**config.mk**
```make
export PLATFORM = sky130hd
export DESIGN_NAME = mesh_walker
export DESIGN_NICKNAME = d
export VERILOG_FILES = /design/src/rtl/mesh_walker_pkg.sv /design/src/rtl/mesh_corner_addr.sv /design/src/rtl/mesh_vertex_unpack.sv /design/src/rtl/mesh_dest_rect.sv /design/src/rtl/mesh_walker.sv
export SDC_FILE = /design/constraint.sdc
export NUM_CORES = 1
export LEC_CHECK = 0
export BUFFER_PORTS_ARGS = -buffer_cell sky130_fd_sc_hd__buf_2
export CORE_AREA = 4 4 212 214
export DETAILED_ROUTE_END_ITERATION = 10
export DIE_AREA = 0 0 216 218
export PLACE_DENSITY = 0.8
export SYNTH_ARGS = -nofsm -noshare
export SYNTH_HDL_FRONTEND = slang
export SYNTH_SLANG_ARGS = --single-unit
```
**constraint.sdc**
```tcl
create_clock -name clk -period 10 [get_ports clk]
set_input_delay 2 -clock clk [delete_from_list [all_inputs] [get_ports clk]]
set_output_delay 2 -clock clk [all_outputs]
set_load 0.02 [all_outputs]
```
**src/rtl/mesh_walker_pkg.sv**
```systemverilog
// Shared types for the mesh traversal sequencer.
// Assumes: nothing beyond a standard SystemVerilog compiler.
package mesh_walker_pkg;

    // Sequencer states: idle, corner fetch, last-read capture, quad output, finish pulse
    typedef enum logic [2:0] {
        ST_IDLE  = 3'd0,
        ST_FETCH = 3'd1,
        ST_CAPT  = 3'd2,
        ST_OUT   = 3'd3,
        ST_FIN   = 3'd4
    } walk_state_e;

    localparam int CORNERS = 4;

endpackage

```
**src/rtl/mesh_corner_addr.sv**
```systemverilog
// Computes the byte address of one corner of the current mesh cell.
// Corner 0..3 maps to (x,y), (x+1,y), (x+1,y+1), (x,y+1).
// Assumes: the row pitch is 2**IDX_W entries and the entry size is 2**ENT_LG bytes.
module mesh_corner_addr #(
    parameter int ADDR_W = 32,
    parameter int IDX_W  = 7,
    parameter int ENT_LG = 3
) (
    input  logic [ADDR_W-1:0] base_i,
    input  logic [IDX_W-1:0]  cx_i,
    input  logic [IDX_W-1:0]  cy_i,
    input  logic [1:0]        corner_i,
    output logic [ADDR_W-1:0] addr_o
);
    logic              dx;
    logic              dy;
    logic [IDX_W:0]    xx;
    logic [IDX_W:0]    yy;
    logic [ADDR_W-1:0] entry;

    // Corner offsets and entry index arithmetic
    always_comb begin
        dx     = (corner_i == 2'd1) || (corner_i == 2'd2);
        dy     = corner_i[1];
        xx     = (IDX_W+1)'(cx_i) + (IDX_W+1)'(dx);
        yy     = (IDX_W+1)'(cy_i) + (IDX_W+1)'(dy);
        entry  = (ADDR_W'(yy) << IDX_W) + ADDR_W'(xx);
        addr_o = base_i + (entry << ENT_LG);
    end
endmodule

```
**src/rtl/mesh_vertex_unpack.sv**
```systemverilog
// Splits one raw vertex entry into its two coordinates, reversing byte order.
// Byte lane b of the entry sits at raw_i[8b+7:8b]; the lowest-addressed byte
// of each coordinate is its most significant byte.
// Assumes: TC_W is a multiple of 8.
module mesh_vertex_unpack #(
    parameter int TC_W = 32
) (
    input  logic [2*TC_W-1:0] raw_i,
    output logic [TC_W-1:0]   u_o,
    output logic [TC_W-1:0]   v_o
);
    localparam int NBYTES = TC_W / 8;

    // One lane swap per byte of each coordinate
    for (genvar j = 0; j < NBYTES; j++) begin : g_lane
        assign u_o[TC_W-1-8*j -: 8] = raw_i[8*j +: 8];
        assign v_o[TC_W-1-8*j -: 8] = raw_i[TC_W+8*j +: 8];
    end
endmodule

```
**src/rtl/mesh_dest_rect.sv**
```systemverilog
// Destination rectangle of a mesh cell: index times cell size plus offset.
// Assumes: COORD_W > IDX_W; results wrap modulo 2**COORD_W.
module mesh_dest_rect #(
    parameter int IDX_W   = 7,
    parameter int COORD_W = 16
) (
    input  logic [IDX_W-1:0]   cx_i,
    input  logic [IDX_W-1:0]   cy_i,
    input  logic [COORD_W-1:0] xoff_i,
    input  logic [COORD_W-1:0] yoff_i,
    input  logic [COORD_W-1:0] sqw_i,
    input  logic [COORD_W-1:0] sqh_i,
    output logic [COORD_W-1:0] x0_o,
    output logic [COORD_W-1:0] y0_o,
    output logic [COORD_W-1:0] x1_o,
    output logic [COORD_W-1:0] y1_o
);
    logic [COORD_W-1:0] cx_ext;
    logic [COORD_W-1:0] cy_ext;

    // Scaled index plus offset, then far edge one cell further
    always_comb begin
        cx_ext = COORD_W'(cx_i);
        cy_ext = COORD_W'(cy_i);
        x0_o   = xoff_i + cx_ext * sqw_i;
        y0_o   = yoff_i + cy_ext * sqh_i;
        x1_o   = x0_o + sqw_i;
        y1_o   = y0_o + sqh_i;
    end
endmodule

```
**src/rtl/mesh_walker.sv**
```systemverilog
// Mesh traversal sequencer top level.
// Walks cells row by row, fetches four corners per cell through a read port
// of fixed one-cycle latency, and offers each finished quad on a valid/ready
// stream. The fetch of the next cell waits until the current quad is taken.
// Assumes: memory answers every request exactly one cycle later.
module mesh_walker
    import mesh_walker_pkg::*;
#(
    parameter int ADDR_W  = 32,
    parameter int IDX_W   = 7,
    parameter int COORD_W = 16,
    parameter int TC_W    = 32
) (
    input  logic                 clk,
    input  logic                 rst_n,
    input  logic                 start_i,
    input  logic [ADDR_W-1:0]    cfg_base_i,
    input  logic [IDX_W-1:0]     cfg_hlast_i,
    input  logic [IDX_W-1:0]     cfg_vlast_i,
    input  logic [COORD_W-1:0]   cfg_xoff_i,
    input  logic [COORD_W-1:0]   cfg_yoff_i,
    input  logic [COORD_W-1:0]   cfg_sqw_i,
    input  logic [COORD_W-1:0]   cfg_sqh_i,
    output logic                 mem_req_o,
    output logic [ADDR_W-1:0]    mem_addr_o,
    input  logic [2*TC_W-1:0]    mem_rdata_i,
    output logic                 quad_valid_o,
    input  logic                 quad_ready_i,
    output logic [4*TC_W-1:0]    quad_u_o,
    output logic [4*TC_W-1:0]    quad_v_o,
    output logic [COORD_W-1:0]   quad_x0_o,
    output logic [COORD_W-1:0]   quad_y0_o,
    output logic [COORD_W-1:0]   quad_x1_o,
    output logic [COORD_W-1:0]   quad_y1_o,
    output logic                 busy_o,
    output logic                 done_o,
    output logic                 err_o
);
    localparam int ENT_BYTES = 2 * TC_W / 8;
    localparam int ENT_LG    = $clog2(ENT_BYTES);

    walk_state_e                  state_q;
    logic [ADDR_W-1:0]            base_q;
    logic [IDX_W-1:0]             hlast_q;
    logic [IDX_W-1:0]             vlast_q;
    logic [COORD_W-1:0]           xoff_q;
    logic [COORD_W-1:0]           yoff_q;
    logic [COORD_W-1:0]           sqw_q;
    logic [COORD_W-1:0]           sqh_q;
    logic [IDX_W-1:0]             cx_q;
    logic [IDX_W-1:0]             cy_q;
    logic [1:0]                   k_q;
    logic                         pend_v_q;
    logic [1:0]                   pend_k_q;
    logic [CORNERS-1:0][TC_W-1:0] u_q;
    logic [CORNERS-1:0][TC_W-1:0] v_q;
    logic                         err_q;

    logic                         start_misal;
    logic                         start_empty;
    logic                         last_cell;
    logic                         last_col;
    logic [TC_W-1:0]              rd_u;
    logic [TC_W-1:0]              rd_v;

    // Corner address for the read currently issued
    mesh_corner_addr #(
        .ADDR_W (ADDR_W),
        .IDX_W  (IDX_W),
        .ENT_LG (ENT_LG)
    ) u_addr (
        .base_i   (base_q),
        .cx_i     (cx_q),
        .cy_i     (cy_q),
        .corner_i (k_q),
        .addr_o   (mem_addr_o)
    );

    // Byte-order conversion of returning read data
    mesh_vertex_unpack #(
        .TC_W (TC_W)
    ) u_unpack (
        .raw_i (mem_rdata_i),
        .u_o   (rd_u),
        .v_o   (rd_v)
    );

    // Destination rectangle of the current cell
    mesh_dest_rect #(
        .IDX_W   (IDX_W),
        .COORD_W (COORD_W)
    ) u_rect (
        .cx_i   (cx_q),
        .cy_i   (cy_q),
        .xoff_i (xoff_q),
        .yoff_i (yoff_q),
        .sqw_i  (sqw_q),
        .sqh_i  (sqh_q),
        .x0_o   (quad_x0_o),
        .y0_o   (quad_y0_o),
        .x1_o   (quad_x1_o),
        .y1_o   (quad_y1_o)
    );

    // Start qualification and end-of-grid detection
    always_comb begin
        start_misal = |cfg_base_i[ENT_LG-1:0];
        start_empty = (cfg_hlast_i == '0) || (cfg_vlast_i == '0);
        last_col    = (cx_q == hlast_q - IDX_W'(1));
        last_cell   = last_col && (cy_q == vlast_q - IDX_W'(1));
    end

    // Read-return tracking: remember which corner each request fills
    always_ff @(posedge clk) begin
        if (!rst_n) begin
            pend_v_q <= 1'b0;
            pend_k_q <= '0;
            u_q      <= '0;
            v_q      <= '0;
        end else begin
            pend_v_q <= (state_q == ST_FETCH);
            pend_k_q <= k_q;
            if (pend_v_q) begin
                u_q[pend_k_q] <= rd_u;
                v_q[pend_k_q] <= rd_v;
            end
        end
    end

    // Traversal state machine with configuration latch
    always_ff @(posedge clk) begin
        if (!rst_n) begin
            state_q <= ST_IDLE;
            base_q  <= '0;
            hlast_q <= '0;
            vlast_q <= '0;
            xoff_q  <= '0;
            yoff_q  <= '0;
            sqw_q   <= '0;
            sqh_q   <= '0;
            cx_q    <= '0;
            cy_q    <= '0;
            k_q     <= '0;
            err_q   <= 1'b0;
        end else begin
            case (state_q)
                ST_IDLE: begin
                    if (start_i) begin
                        base_q  <= cfg_base_i;
                        hlast_q <= cfg_hlast_i;
                        vlast_q <= cfg_vlast_i;
                        xoff_q  <= cfg_xoff_i;
                        yoff_q  <= cfg_yoff_i;
                        sqw_q   <= cfg_sqw_i;
                        sqh_q   <= cfg_sqh_i;
                        cx_q    <= '0;
                        cy_q    <= '0;
                        k_q     <= '0;
                        err_q   <= start_misal;
                        state_q <= (start_misal || start_empty) ? ST_FIN : ST_FETCH;
                    end
                end
                ST_FETCH: begin
                    k_q <= k_q + 2'd1;
                    if (k_q == 2'd3) begin
                        state_q <= ST_CAPT;
                    end
                end
                ST_CAPT: begin
                    state_q <= ST_OUT;
                end
                ST_OUT: begin
                    if (quad_ready_i) begin
                        if (last_cell) begin
                            state_q <= ST_FIN;
                        end else begin
                            if (last_col) begin
                                cx_q <= '0;
                                cy_q <= cy_q + IDX_W'(1);
                            end else begin
                                cx_q <= cx_q + IDX_W'(1);
                            end
                            k_q     <= '0;
                            state_q <= ST_FETCH;
                        end
                    end
                end
                ST_FIN: begin
                    state_q <= ST_IDLE;
                end
                default: begin
                    state_q <= ST_IDLE;
                end
            endcase
        end
    end

    // Output decode from state
    always_comb begin
        mem_req_o    = (state_q == ST_FETCH);
        quad_valid_o = (state_q == ST_OUT);
        done_o       = (state_q == ST_FIN);
        busy_o       = (state_q == ST_FETCH) || (state_q == ST_CAPT) || (state_q == ST_OUT);
        err_o        = err_q;
        quad_u_o     = u_q;
        quad_v_o     = v_q;
    end
endmodule

```
==> run metrics <==
outcome finished, final reports clean; largest area contributor in the netlist dfxtp_1; I/O Buffers 534; Setup Crit Path Kind reg2out; Post-CTS Repair Setup Buffers 0; top-level I/O count 535; CP most frequent cell fa_1; GR Util All Layers 30.5%; Finished Core Util 65.0%; slew margin rel. 17.6%; Final ANT Viol Nets 0; Post-synth EDFFs 0; RSZ-0062 raised after global routing false; critical path startpoint category register; htree depth 2; gr ovfl total 0; cell count after synthesis 2,858; initial antenna violation count 15; met1 usage in global routing 35.7%; worst-margin pin slew about 1.2 ns; post-DP HPWL ~55,000 µm; most frequent cells in the layout nand2_1, buf_2, dfxtp_1, a21boi_0, inv_1; Max clock buf depth 3; peak supply drop 124 µV; Worst-Skew Late Latency 0.57 ns; Static Leakage 0.0126 µW; die width roughly 220 µm; drc violations 0; initial DRC count 1,573; P&R area growth vs syn 18.7%; die area 47,100 µm²; crit path time final 9.19 ns; CP required around 8.0 ns; Final period util 91.9%; RePlAce Congestion 0.907; vias 21,400; clock root buffer clkbuf_16; largest net degree at the start of global routing roughly 170; Layout fillers 3,553; ys flop type dfxtp_1; Pins Over Slew Limit 0; Layout Nets 3,710; DRT Pass-1 Iters 5; Syn. warnings 0; post-DR vias/cell 5.48; Crit path largest cell delay 0.83 ns; Die H ~220 µm; Crit. End Element output port; pwr/cell area 132 nW/µm²; hold_buf cts 0; Yosys top cell area share between 30% and 40%; met3 GRT Util 8.36%; CTS tree built; GR Util met2 52.0%; Post-Syn Nets 3,278; most common cell after layout, fill and taps aside nand2_1; Avg WL per Cell between 15 and 20 µm; Fmax 109 MHz; register area share after synthesis 33.2%; Routed WL 74,500 µm; Netlist cell types 74; CP cell instances nand2_1 -> fa_1 -> fa_1 -> fa_1 -> fa_1 -> inv_1 -> ha_1 -> a21oi_1 -> nor2b_1 -> o21a_1 -> nor3_1 -> o31a_1 -> xnor2_1 -> ha_1 -> or2_2 -> o31ai_1 -> a31oi_1 -> nor3b_1 -> a2111oi_0 -> xnor3_1 -> buf_2; Core Area 42,900 µm²; Hold Path Class reg2reg; Initial Util 54.8%; Sink Count 389; Critical Path Slowest Stage Cell dfxtp_1; final hold vios 0; GR peak layer met2; Arrival @ worst endpoint 7.19 ns; endpoints failing setup 0; syn avg cell area 8.22 µm²; CTS Buf Count 43; clock slew at reported path FFs ~0.060 ns; global-route wire length before repair roughly 120,000 µm; Yosys reg bits 389; Worst Skew slightly above 0.01 ns; Post-Synthesis Cell Area 23,500 µm²; number of global-route vias before repair 21,600; Post-CTS Resized 0; share of cells above drive strength 1 19.4%; crit path max fanout 22; setup TNS 0 ns; Rows 76; Synth area leaders dfxtp_1, nand2_1, fa_1; Async SR Flop Fraction 0%; max cap viols 0
==> worst paths after layout <==
check	startpoint	endpoint	slack (ns)	cells after the start
hold / removal	xoff_q[6]$_SDFFE_PN0P_	xoff_q[6]$_SDFFE_PN0P_	0.46	2
setup reg to reg	state_q[1]$_SDFFE_PN0P_	sqw_q[15]$_SDFFE_PN0P_	6.23	5
hold reg to reg	xoff_q[6]$_SDFFE_PN0P_	xoff_q[6]$_SDFFE_PN0P_	0.46	2
setup / recovery	cx_q[2]$_SDFFE_PN0P_	quad_x1_o[15]	0.81	21
==> logic make-up (layout without fill, tap and decap cells) <==
| logic type | count (synthesis) | after routing | share of synthesized area, % |
|---|---|---|---|
| other | 1 | 7 | 0.0160 |
| DFF | 389 | 389 | 33.2 |
| and+or+nand+nor | 1162 | 1162 | 21.0 |
| AOI/OAI and AO/OA | 544 | 544 | 17.0 |
| adders and majority gates | 242 | 242 | 17.2 |
| muxes | 2 | 2 | 0.0906 |
| buffers and inverters | 373 | 835 | 6.05 |
| xor gates and xnor gates | 145 | 145 | 5.47 |
==> sequential cells by signal, summed over array words and instances (netlist names), 2 cells and up <==
register	cells
quad_u_o	128
sqh_q	16
k_q	2
cx_q	7
yoff_q	16
state_q	3
base_q	32
sqw_q	16
xoff_q	16
quad_v_o	128
pend_k_q	2
hlast_q	7
vlast_q	7
cy_q	7
==> metal layers <==
layer  routed length, µm  share of wire, %
met3                6650               8.9
met1               28200                38
met4                4000               5.4
met5                 116              0.16
met2               35600                48
==> worst max-delay path, delay by kind of cell, from the launching register on <==
family	cells	cell delay (ns)
buffers and inverters	2	0.22
DFF	1	0.83
xor gates and xnor gates	2	0.47
AOI/OAI and AO/OA	6	1.50
and+or+nand+nor	5	0.96
adders and majority gates	6	2.66
==> cell type report <==
type / instances / area (µm²) / share of cell area, %
Multi-Input combinational cell: 2096 / 14300 / 51.3
Inverter: 212 / 796 / 2.86
Tap cell: 585 / 732 / 2.63
Timing Repair Buffer: 548 / 2790 / 10.0
Clock inverter: 17 / 241 / 0.867
Clock buffer: 58 / 1200 / 4.31
Sequential cell: 389 / 7790 / 27.9
Antenna cell: 6 / 15.0 / 0.0539
==> cell usage after synthesis (all sizes together) (13+ instances only) <==
library cell  number
nand3             26
xor2              44
fa               135
xnor2            100
and3              19
inv              212
buf               23
dfxtp            389
clkbuf           138
and2              97
ha               107
nand2            875
a21boi           369
a21o              16
o21a              13
o21ai             25
nor3              25
a21oi             52
nor2              59
a211oi            14
==> report_power, final <==
part | total, µW | switching [µW] | internal [µW]
Sequential | 1630 | 45.2 | 1580
Clock | 1630 | 674 | 954
Combinational | 417 | 256 | 161
Total | 3670 | 975 | 2700
==> stage by stage <==
stage / cell area, µm² / hold slack [ns] / setup slack, ns / instances / power [µW]
finish: 27900 / 0.456 / 0.805 / 3911 / 3670
global route: 27900 / 0.479 / 0.380 / 3910 / 3800
CTS: 27900 / 0.457 / 0.772 / 3905 / 3690
floorplan: 23500 / 0.435 / 1.66 / 2858 / 1910
global placement: 26400 / 0.442 / 1.66 / 3830 / 2060
detailed placement: 26400 / 0.449 / 1.43 / 3830 / 2070
Note: power is estimated with default switching activity, not from simulation.
